**src/rtl/pinirq_pkg.sv**
```systemverilog
package pinirq_pkg;
  localparam int unsigned ADDR_W = 8;
  // word offsets; the +4 word of each pair carries pins 32..63
  localparam logic [ADDR_W-1:0] OFS_GEN  = 8'h00;
  localparam logic [ADDR_W-1:0] OFS_TYPE = 8'h10;
  localparam logic [ADDR_W-1:0] OFS_BOTH = 8'h18;
  localparam logic [ADDR_W-1:0] OFS_POL  = 8'h20;
  localparam logic [ADDR_W-1:0] OFS_IE   = 8'h28;
  localparam logic [ADDR_W-1:0] OFS_CLR  = 8'h30;
  localparam logic [ADDR_W-1:0] OFS_RAW  = 8'h38;
  localparam logic [ADDR_W-1:0] OFS_MSK  = 8'h40;
  localparam logic [ADDR_W-1:0] OFS_DIN  = 8'h48;
endpackage

```
**src/rtl/pinirq_sync.sv**
```systemverilog
module pinirq_sync #(
  parameter int unsigned WIDTH  = 64,
  parameter int unsigned STAGES = 2
) (
  input  logic             clk,
  input  logic             rst,
  input  logic [WIDTH-1:0] d,
  output logic [WIDTH-1:0] q
);
  logic [WIDTH-1:0] chain [STAGES];

  generate
    for (genvar s = 0; s < STAGES; s++) begin : g_stage
      always_ff @(posedge clk) begin
        if (rst) chain[s] <= '0;
        else if (s == 0) chain[s] <= d;
        else chain[s] <= chain[(s == 0) ? 0 : s-1];
      end
    end
  endgenerate

  assign q = chain[STAGES-1];
endmodule

```
**src/rtl/pinirq_detect.sv**
```systemverilog
module pinirq_detect #(
  parameter int unsigned NPIN = 64
) (
  input  logic            clk,
  input  logic            rst,
  input  logic            gen_en,
  input  logic [NPIN-1:0] pin_s,
  input  logic [NPIN-1:0] is_edge,
  input  logic [NPIN-1:0] dual,
  input  logic [NPIN-1:0] pol,
  input  logic [NPIN-1:0] clr,
  output logic [NPIN-1:0] raw_q
);
  logic [NPIN-1:0] prev_q;
  logic [NPIN-1:0] hit;
  logic [NPIN-1:0] lvl;
  logic [NPIN-1:0] hold_v;

  generate
    for (genvar i = 0; i < NPIN; i++) begin : g_pin
      always_comb begin
        lvl[i] = ~(pin_s[i] ^ pol[i]);
        if (dual[i]) hit[i] = pin_s[i] ^ prev_q[i];
        else if (pol[i]) hit[i] = pin_s[i] & ~prev_q[i];
        else hit[i] = ~pin_s[i] & prev_q[i];
      end

      always_ff @(posedge clk) begin
        if (rst) raw_q[i] <= 1'b0;
        else if (!is_edge[i]) raw_q[i] <= lvl[i];
        else raw_q[i] <= (raw_q[i] & ~clr[i]) | (hit[i] & gen_en);
      end
    end
  endgenerate

  always_ff @(posedge clk) begin
    if (rst) prev_q <= '0;
    else prev_q <= pin_s;
  end

  assign hold_v = raw_q & is_edge & ~clr;

  AST_EDGE_HOLD: assert property (@(posedge clk) disable iff (rst)
    1'b1 |=> ((raw_q & $past(hold_v)) == $past(hold_v)));

  AST_GEN_BLOCKS_EDGE: assert property (@(posedge clk) disable iff (rst)
    !gen_en |=> ((raw_q & ~$past(raw_q) & $past(is_edge)) == '0));
endmodule

```
**src/rtl/pinirq_top.sv**
```systemverilog
module pinirq_top
  import pinirq_pkg::*;
#(
  parameter int unsigned DATA_W      = 32,
  parameter int unsigned SYNC_STAGES = 2
) (
  input  logic              clk,
  input  logic              rst,
  input  logic              wr_en,
  input  logic              rd_en,
  input  logic [ADDR_W-1:0] addr,
  input  logic [DATA_W-1:0] wr_data,
  output logic [DATA_W-1:0] rd_data,
  input  logic [2*DATA_W-1:0] pins,
  output logic              irq
);
  localparam int unsigned NPIN  = 2 * DATA_W;
  localparam int unsigned NHALF = 2;

  logic              gen_q;
  logic [NPIN-1:0]   type_q, dual_q, pol_q, ie_q;
  logic [NPIN-1:0]   pin_s, raw, masked, clr;
  logic [ADDR_W-1:0] base;
  logic              upper;
  logic [DATA_W-1:0] rd_mux;
  logic              irq_q;
  logic [DATA_W-1:0] rd_q;

  assign base  = {addr[ADDR_W-1:3], 3'b000};
  assign upper = addr[2] & (addr[1:0] == 2'b00);

  pinirq_sync #(.WIDTH(NPIN), .STAGES(SYNC_STAGES)) u_sync (
    .clk(clk), .rst(rst), .d(pins), .q(pin_s)
  );

  pinirq_detect #(.NPIN(NPIN)) u_detect (
    .clk(clk), .rst(rst), .gen_en(gen_q), .pin_s(pin_s),
    .is_edge(type_q), .dual(dual_q), .pol(pol_q), .clr(clr), .raw_q(raw)
  );

  assign masked = raw & ie_q;

  always_comb begin
    clr = '0;
    if (wr_en && base == OFS_CLR && addr[1:0] == 2'b00) begin
      for (int h = 0; h < NHALF; h++)
        if (upper == 1'(h)) clr[h*DATA_W +: DATA_W] = wr_data;
    end
  end

  always_ff @(posedge clk) begin
    if (rst) begin
      gen_q  <= 1'b0;
      type_q <= '0;
      dual_q <= '0;
      pol_q  <= '0;
      ie_q   <= '0;
    end else if (wr_en && addr[1:0] == 2'b00) begin
      if (addr == OFS_GEN) gen_q <= wr_data[0];
      for (int h = 0; h < NHALF; h++) begin
        if (upper == 1'(h)) begin
          case (base)
            OFS_TYPE: type_q[h*DATA_W +: DATA_W] <= wr_data;
            OFS_BOTH: dual_q[h*DATA_W +: DATA_W] <= wr_data;
            OFS_POL:  pol_q[h*DATA_W +: DATA_W]  <= wr_data;
            OFS_IE:   ie_q[h*DATA_W +: DATA_W]   <= wr_data;
            default: ;
          endcase
        end
      end
    end
  end

  function automatic logic [DATA_W-1:0] pick(input logic [NPIN-1:0] v, input logic hi);
    return hi ? v[NPIN-1:DATA_W] : v[DATA_W-1:0];
  endfunction

  always_comb begin
    rd_mux = '0;
    if (addr[1:0] == 2'b00) begin
      case (base)
        OFS_GEN:  rd_mux = upper ? '0 : {{(DATA_W-1){1'b0}}, gen_q};
        OFS_TYPE: rd_mux = pick(type_q, upper);
        OFS_BOTH: rd_mux = pick(dual_q, upper);
        OFS_POL:  rd_mux = pick(pol_q, upper);
        OFS_IE:   rd_mux = pick(ie_q, upper);
        OFS_RAW:  rd_mux = pick(raw, upper);
        OFS_MSK:  rd_mux = pick(masked, upper);
        OFS_DIN:  rd_mux = pick(pin_s, upper);
        default:  rd_mux = '0;
      endcase
    end
  end

  always_ff @(posedge clk) begin
    if (rst) begin
      rd_q  <= '0;
      irq_q <= 1'b0;
    end else begin
      rd_q  <= rd_en ? rd_mux : '0;
      irq_q <= gen_q & (|masked);
    end
  end

  assign rd_data = rd_q;
  assign irq     = irq_q;

  AST_IRQ_NEEDS_GEN: assert property (@(posedge clk) disable iff (rst)
    irq_q |-> $past(gen_q));

  AST_IE_RESET_CLEAR: assert property (@(posedge clk)
    $past(rst) |-> (ie_q == '0 && !irq_q));

  AST_IRQ_FROM_STATUS: assert property (@(posedge clk) disable iff (rst)
    irq_q |-> $past((raw & ie_q) != '0));
endmodule

```
**config.mk**
```make
export PLATFORM = sky130hd
export DESIGN_NAME = pinirq_top
export DESIGN_NICKNAME = d
export VERILOG_FILES = /design/src/rtl/pinirq_pkg.sv /design/src/rtl/pinirq_sync.sv /design/src/rtl/pinirq_detect.sv /design/src/rtl/pinirq_top.sv
export SDC_FILE = /design/constraint.sdc
export NUM_CORES = 1
export LEC_CHECK = 0
export ABC_AREA = 1
export BUFFER_PORTS_ARGS = -buffer_cell sky130_fd_sc_hd__buf_2
export CAP_MARGIN = 20
export CELL_PAD_IN_SITES_DETAIL_PLACEMENT = 0
export CELL_PAD_IN_SITES_GLOBAL_PLACEMENT = 1
export CORE_ASPECT_RATIO = 0.7
export CORE_MARGIN = 4
export CORE_UTILIZATION = 30
export DETAILED_ROUTE_END_ITERATION = 10
export MAX_ROUTING_LAYER = met4
export PLACE_DENSITY = 0.54
export SLEW_MARGIN = 20
export SYNTH_ARGS = -nofsm -noshare
export SYNTH_HDL_FRONTEND = slang
export SYNTH_SLANG_ARGS = --single-unit
```
**constraint.sdc**
```tcl
create_clock -name clk -period 3.9 [get_ports clk]
set_clock_uncertainty 0.05 [all_clocks]
set_input_delay 0.195 -clock clk [delete_from_list [all_inputs] [get_ports clk]]
set_output_delay 0.195 -clock clk [all_outputs]
set_load 0.02 [all_outputs]
```
# Yosys cells after proc, flatten, opt, wreduce, memory -nomap -nowiden
# Memories as Yosys holds them, arrays and structs flattened.
# Index checks and enable logic that the tools add are counted.
# totals
reg_bits,418
ram_bits,128
wordCells,1023
n_memories,1
input_bits,108
output_inout_bits,33
# mem_list
memory,depth,width,read_ports,rd_clocked_by_memory_dff,write_ports,line,rtl
u_sync.chain,2,64,2,0,2,pinirq_sync.sv:10,logic [WIDTH-1:0] chain [STAGES];
# classes
n_mux,209
n_eq_ne,8
reduce_logical,17
n_bitwise,712
# ops
op,count
$mux W32,9
$not A1 Y1,259
$and A1 B1 Y1,258
$pmux W32 S8,1
$mux W1,196
$mux W64,3
$xor A1 B1 Y1,128
$or A1 B1 Y1,66
$and A64 B64 Y64,1
$reduce_or A64 Y1,1
$reduce_and A3 Y1,8
$eq A5 B3 Y1 const B,4
$logic_not A8 Y1,2
$eq A5 B2 Y1 const B,2
$eq A5 B4 Y1 const B,2
$logic_and A1 B1 Y1,3
$reduce_or A3 Y1,1
$logic_not A2 Y1,1
$reduce_and A2 Y1,1

# Longest topological paths before layout
# Gate-level depths: netlist of the first run.
# logic_depth
depth_word,8
mapped_depth,9
mapped_depth_nobuf,8

# Modules after synthesis
# A second synthesis of the first run with hierarchy kept.
# hier_totals
cells_unflattened,4190
hier_area_um2,27824.2
# modules_own_cells
mod,seq_area_each_um2,cells_each,instances,area_per_inst_um2
pinirq_top,5805.6,2363,1,15073.2
pinirq_detect,2562.5,1429,1,9073.7
pinirq_sync,2562.5,398,1,3677.3

# Least setup slack after synthesis of the first run
# OpenSTA, ideal clock, no wires.
# synth_timing
path_kind,input -> register
from,input port addr[2]
to,register rd_q[31] (netlist: rd_data[31])
arrival_ps,1181
slack_ps,2536
path_buffers,3
stages,8
t_required_ps,3718
setup_ps,132
path_cell_list,buf_4 -> buf_2 -> buf_1 -> nand3_1 -> nand3_1 -> nand2_1 -> nor2_1 -> a21oi_1
# synth_between
elab_chain_len,3
word_cells_on_any_way,9
cone_classes,8 x mux; 1 x bitwise
# synth_rtl
item,line,rtl
start: declaration,pinirq_top.sv:11,"input logic [ADDR_W-1:0] addr,"
$and A1 B1 Y1 *,pinirq_top.sv:30,assign upper = addr[2] & (addr[1:0] == 2'b00);
$mux W32,pinirq_top.sv:75,return hi ? v[NPIN-1:DATA_W] : v[DATA_W-1:0];
$pmux W32 S8 *,pinirq_top.sv:81,case (base)
end signal: assignment,pinirq_top.sv:100,rd_q <= rd_en ? rd_mux : '0;
end: declaration,pinirq_top.sv:27,logic [DATA_W-1:0] rd_q;
# Every way passes the cells marked *; elsewhere a longest branch is shown, timed or not.
# A chain may end at the register's enable or synchronous reset.

==> results.sh, run 1 <==
export IMPL_area_delta_synth_final_pct=17.59
export IMPL_place_gp_congestion=0.7849
export IMPL_worst_ir_drop_vdd_mv=0.3179
export IMPL_cts_buffers=61
export IMPL_cap_violations=0
export IMPL_synth_area_um2=26850
export IMPL_hold_depth=5
export IMPL_hold_violations=0
export IMPL_yosys_area_share_simple=0.2259
export IMPL_ioPinCount=141
export IMPL_dp_hpwl_um=60450
export IMPL_mostFrequentLayoutCells="638 x nand2_1, 557 x inv_1, 546 x dfxtp_1"
export IMPL_setup_viol=0
export IMPL_dp_cells=4963
export IMPL_grt_overflow=0
export IMPL_synthesis_nets=4102
export IMPL_p_leak_nw=14.01
export IMPL_via_per_inst=4.664
export IMPL_p_per_area_nw_per_um2=404.1
export IMPL_status="finished clean"
export IMPL_min_path_type="in2reg"
export IMPL_drive_gt1_frac=0.07805
export IMPL_drc=0
export IMPL_r2r_start="gen_q"
export IMPL_clock_sinks=546
export IMPL_ys_ff_latch=546
export IMPL_final_common_cell="nand2_1"
export IMPL_hold_start="wr_en"
export IMPL_grt_pass1_vias=22870
export IMPL_fp_dieW_um=365.6
export IMPL_synth_area_per_cell_um2=6.945
export IMPL_cts_resized=0
export IMPL_slew_viol_final=0
export IMPL_post_drt_wl_per_cell_um=18.53
export IMPL_path_max_fanout=196
export IMPL_htreeDepth=2
export IMPL_core_um2=88470
export IMPL_worstMarginPinSlew_ns=1.047
export IMPL_post_cts_setup_buffer_count=0
export IMPL_track_usage=0.2065
export IMPL_reg2reg_depth=5
export IMPL_synthCells=3866
export IMPL_finalNonFillerCells=5186
export IMPL_crit_type="in2reg"
export IMPL_port_buffers=140
export IMPL_insertion_delay_ns=0.66
export IMPL_timing_hold_ws_ns=0.07234
export IMPL_synthXorXnorAreaFrac=0.02088
export IMPL_period_needed_ns=2.105
export IMPL_ctsLongestPathBuffers=3
export IMPL_yosys_warnings=0
export IMPL_r2r_slack_ns=1.95
export IMPL_ctsHoldBuffers=107
export IMPL_startpoint_type="input pin"
export IMPL_cts_root_buffer="clkbuf_16"
export IMPL_synth_compound_area_frac=0.1672
export IMPL_dr_pass1_iters=5
export IMPL_worstPathArrival_ns=2.53
export IMPL_cp_required_ns=4.32
export IMPL_yosys_area_share_adder=0.05965
export IMPL_fin_tns_setup_ns=0
export IMPL_nFillCells=9597
export IMPL_row_count=91
export IMPL_synthMuxAreaShare=0
export IMPL_grt_max_degree=197
export IMPL_timing_final_crit_share=0.5398
export IMPL_r2r_end="u_detect.raw_q[54]"
export IMPL_start_util=0.3035
export IMPL_antenna_found_initial=0
export IMPL_synth_seq_area_share=0.4071
export IMPL_synth_top_family_by_area="simple AND/OR/NAND/NOR gates"
export IMPL_synth_cell_types=24
export IMPL_drtAntennaViolNets=0
export IMPL_clk_pin_slew_ns=0.06
export IMPL_cts_tree="yes"
export IMPL_num_vias=24190
export IMPL_grt_pass1_wl_um=146200
export IMPL_die_area_um2=94420
export IMPL_fmax_mhz=475.0
export IMPL_max_slew_margin=0.3013
export IMPL_nets=4207
export IMPL_cp_end_kind="flip-flop"
export IMPL_min_to="gen_q"
export IMPL_die_h_um=258.3
export IMPL_wirelength_um=96080
export IMPL_drtIter0Drc=1809
export IMPL_rsz0062_at_grt="no"
worst max-delay path by stage:
stage	from	to	slack [ns]	depth (start not counted)
CTS	rst	irq	1.88	6
global route	addr[5]	dual_q[38]	1.71	8
floorplan	addr[2]	rd_data[31]	2.54	8
global placement	addr[7]	dual_q[36]	1.28	8
detailed placement	addr[7]	dual_q[40]	1.26	8
finish	rst	irq	1.79	6
sequential cells by signal, summed over array words and instances (netlist names):
| name | flops |
|---|---|
| u_sync.chain | 128 |
| dual_q | 64 |
| ie_q | 64 |
| pol_q | 64 |
| type_q | 64 |
| u_detect.prev_q | 64 |
| u_detect.raw_q | 64 |
| rd_data | 32 |
| gen_q | 1 |
| irq | 1 |
worst max-delay path, stage by stage:
cell and delay [ns]:
dlygate4sd3_1 0.57, buf_8 0.22, inv_8 0.17, buf_12 0.52
nand2_1 0.12, nor2_1 0.48
stage by stage:
| stage | util | area (um^2) | power [mW] | setup WS, ns |
|---|---|---|---|---|
| finish | 0.3569 | 31570 | 12.76 | 1.795 |
| global route | 0.3568 | 31570 | 13.32 | 1.709 |
| CTS | 0.3568 | 31570 | 12.98 | 1.882 |
| detailed placement | 0.3216 | 28450 | 6.809 | 1.257 |
| global placement | 0.3216 | 28450 | 6.821 | 1.279 |
| floorplan | - | 26850 | 6.482 | 2.537 |
power by group:
group	internal [mW]	switching (mW)	leakage, nW	total (mW)
logic	0.342	0.611	8.53	0.953
clock network	3.44	2.55	1.02	5.99
registers	5.71	0.0997	4.45	5.81
total	9.50	3.26	14.0	12.8
synthesized netlist by cell type:
library cell  number  area (um^2)
xnor2_1           64        560.5
nor2_1           317         1190
buf_1             26        97.59
clkbuf_1         125        469.2
a21oi_1          482         2412
nand3b_1          32        240.2
nand2_1          638         2395
nand2_4            2        22.52
buf_2             87        435.4
nand4_1            6        37.54
nand3_1          412         2062
nand2_2            8        50.05
o21ai_1           65        325.3
nor2_4             2        22.52
clkinv_1           1        3.750
clkbuf_2           1        5.000
buf_4              7        52.55
dfxtp_1          546        10930
inv_1            558         2095
nor2_2             4        25.02
ha_1             128         1602
o21ai_0          350         1752
nor2_8             1        20.02
buf_6              4        45.04
area by class of cell:
cell class / count / area, um^2 / share of cell area
inverter: 559 / 2106 / 0.06670
timing repair buffer: 292 / 2251 / 0.07130
antenna: 1 / 2.502 / 0.00007926
sequential: 546 / 10930 / 0.3462
tap: 1162 / 1454 / 0.04605
multi-input combinational: 2511 / 12780 / 0.4047
clock inverter: 26 / 216.5 / 0.006856
clock buffer: 89 / 1834 / 0.05810
routing by layer:
metal  track usage  part of all wire  vias to the layer above
li1              -                 -                    12550
met3       0.02632             0.040                       95
met1        0.3125              0.54                    11120
met2        0.2937              0.41                      422
met5             -                 0                        -
met4       0.03788             0.016                        0
kinds of logic after synthesis:
logic type,count (synthesis)
compound gates,897
xor+xnor,64
fa+ha+maj,128
buf+inv,809
flops,546
simple gates,1422
Note: power is estimated with default switching activity, not from simulation.
==> run 2, diff against run 1 <==
Settings changed: ABC_AREA 1 to 0, PLACE_DENSITY 0.54 to 0.55.
Clock period 3.9 ns to 1.9 ns, I/O delays scaled along.
==> run 2 against run 1 <==
Net effect:
- routed wire length fell by 0.24%
- synthesized area fell by 4.1%
- via count fell by 4.9%
- synthesized cell count fell by 18%
==> results.sh, run 2 <==
export IMPL_antenna_found_initial=5
export IMPL_crit_type="reg2reg"
export IMPL_die_area_um2=90630
export IMPL_ctsLongestPathBuffers=3
export IMPL_grt_overflow=0
export IMPL_fin_tns_setup_ns=0
export IMPL_rsz0062_at_grt="no"
export IMPL_place_gp_congestion=0.8570
export IMPL_hold_violations=0
export IMPL_multi_input_area_um2=13480
export IMPL_cts_tree="yes"
export IMPL_num_vias=23000
export IMPL_wl_met3_um=6604
export IMPL_post_drt_wl_per_cell_um=20.81
export IMPL_worst_ir_drop_vdd_mv=0.6631
export IMPL_drtIter0Drc=1925
export IMPL_cts_root_buffer="clkbuf_16"
export IMPL_mostFrequentLayoutCells="738 x nand2_1, 545 x dfxtp_1, 349 x a21oi_1"
export IMPL_synth_compound_area_frac=0.1196
export IMPL_start_util=0.3042
export IMPL_synthXorXnorAreaFrac=0.02178
export IMPL_p_per_area_nw_per_um2=820.4
export IMPL_cp_end_kind="flip-flop"
export IMPL_slew_viol_final=0
export IMPL_synth_edf_count=0
export IMPL_crit_slowest_cell="dfxtp_1"
export IMPL_drt_met1_wl_um=46140
export IMPL_port_buffers=140
export IMPL_largest_register="u_sync.chain"
export IMPL_path_max_fanout=4
export IMPL_synth_common_cells="738 x nand2_1, 546 x dfxtp_1, 349 x a21oi_1"
export IMPL_p_leak_nw=11.93
export IMPL_synthesis_nets=3421
export IMPL_synthMuxAreaShare=0.09138
export IMPL_track_usage=0.2139
export IMPL_grt_pass1_wl_um=142800
export IMPL_area_delta_synth_final_pct=23.09
export IMPL_grt_max_degree=157
export IMPL_largest_reg_flops=128
export IMPL_yosysTopAreaCell="dfxtp_1"
export IMPL_fp_dieW_um=358.1
export IMPL_final_common_cell="nand2_1"
export IMPL_wirelength_um=95850
export IMPL_via_per_inst=4.995
export IMPL_yosys_area_share_simple=0.2253
export IMPL_yosysTopAreaCellShare=0.4246
export IMPL_htreeDepth=2
export IMPL_seq_area_um2=10930
export IMPL_synth_area_per_cell_um2=8.082
export IMPL_dr_pass1_iters=7
export IMPL_drive_gt1_frac=0.1365
export IMPL_insertion_delay_ns=0.64
export IMPL_worst_slack_ns=0.1149
export IMPL_grt_pass1_vias=22200
export IMPL_top_layer_used="met4"
export IMPL_die_h_um=253.1
export IMPL_synth_area_um2=25740
export IMPL_row_count=89
export IMPL_status="finished clean"
export IMPL_drtAntennaViolNets=0
export IMPL_dpl_worst_slack_ns=-0.07836
export IMPL_met2WireLength_um=41060
export IMPL_yosys_area_share_adder=0.06221
export IMPL_synthCells=3185
export IMPL_synth_top_family_by_area="simple AND/OR/NAND/NOR gates"
export IMPL_async_flop_share=0
export IMPL_period_needed_ns=1.785
export IMPL_timing_hold_ws_ns=0.1070
export IMPL_synth_main_ff_cell="dfxtp_1"
export IMPL_worstMarginPinSlew_ns=0.8832
export IMPL_drc=0
export IMPL_cp_required_ns=2.37
export IMPL_cap_violations=0
export IMPL_ys_ff_latch=546
export IMPL_timing_final_crit_share=0.9395
export IMPL_clock_sinks=546
export IMPL_clk_pin_slew_ns=0.07
export IMPL_fin_area_um2=31690
export IMPL_setup_viol=0
export IMPL_yosys_warnings=0
export IMPL_ioPinCount=141
export IMPL_max_stage_delay_ns=0.46
export IMPL_synth_area_leaders="dfxtp_1 42%, nand2_1 11%, a21oi_1 6.8%"
export IMPL_cts_buffers=59
export IMPL_core_um2=84630
export IMPL_dp_hpwl_um=64940
export IMPL_synth_cell_types=39
export IMPL_path_cells="a22oi_1, nand4_1, nor4_2, buf_4, a21oi_1"
export IMPL_nets=3654
export IMPL_fmax_mhz=560.2
export IMPL_worstPathArrival_ns=2.26
export IMPL_yosysMostFrequentCell="nand2_1"
export IMPL_nFillCells=8736
export IMPL_synth_seq_area_share=0.4246
export IMPL_max_slew_margin=0.4112
export IMPL_startpoint_type="flip-flop"
export IMPL_placed_cell_area_um2=28630
export IMPL_min_path_type="in2reg"
==> run 2: changes by cell type in the layout (fill, tap and decap cells not counted), sizes merged, moves of 90 or more <==
cell   before  now
a21oi     482  349
buf       185  290
inv       560  128
mux2i       0  163
nand2     648  738
nand3     412  104
nor2b       0  130
o21ai     415    1
==> run 2: repair_timing <==
item / in CTS / in global routing
hold endpoints to repair: 397 / 0
resized for setup: 0 / 1
hold buffers: 100 / 0
setup endpoints to repair: 0 / 1
setup buffers: 0 / 0
==> run 2: final timing paths <==
check | from | end | slack [ns] | cells after the start
setup reg to reg | ie_q[40] | irq | 0.11 | 5
hold reg to reg | u_sync.chain[0][44] | u_sync.chain[1][44] | 0.37 | 1
setup / recovery | ie_q[40] | irq | 0.11 | 5
hold / removal | addr[2] | pol_q[0] | 0.11 | 6
==> run 2: final cells by class <==
| class | instances | share of cell area |
|---|---|---|
| sequential | 546 | 0.3450 |
| timing repair buffer | 390 | 0.1050 |
| multi-input combinational | 2293 | 0.4253 |
| inverter | 128 | 0.01516 |
| tap | 1137 | 0.04490 |
| clock buffer | 80 | 0.05422 |
| clock inverter | 28 | 0.01027 |
| antenna | 3 | 0.0002369 |
==> run 2: worst max-delay path, delay by kind of cell (launching register included) <==
kind,cells,cell delay (ns)
flops,1,0.46
buf+inv,1,0.15
simple gates,2,0.65
compound gates,2,0.36
==> run 2: cell families (layout without fill, tap and decap cells) <==
logic type | after synthesis | count (layout)
other | 0 | 3
XOR/XNOR | 64 | 64
AND/OR/NAND/NOR | 1360 | 1360
buffers and inverters | 346 | 626
flip-flops | 546 | 546
adder cells (fa/ha/maj) | 128 | 128
AO/OA/AOI/OAI | 514 | 514
multiplexers | 227 | 227
==> run 2: power by group <==
group          switching, mW  internal (mW)  leakage, nW
logic                  0.910          0.681         6.46
clock network           5.16           7.25         1.01
registers              0.291           11.7         4.45
total                   6.36           19.6         11.9
==> run 2: routing by layer <==
metal	vias to the layer above	global-route usage
met5	-	-
met4	0	0.05102
met3	126	0.03889
met2	696	0.3166
met1	11110	0.3017
li1	11080	-
==> run 2: through the flow <==
| step | utilization | instances | total power, mW |
|---|---|---|---|
| 3_5_place_dp | 0.3383 | 4394 | 13.69 |
| 3_3_place_gp | 0.3383 | 4394 | 13.66 |
| 2_1_floorplan | - | 3185 | 12.94 |
| 5_1_grt | 0.3744 | 4604 | 27.01 |
| 6_report | 0.3744 | 4605 | 26.00 |
| 4_1_cts | 0.3742 | 4602 | 26.36 |
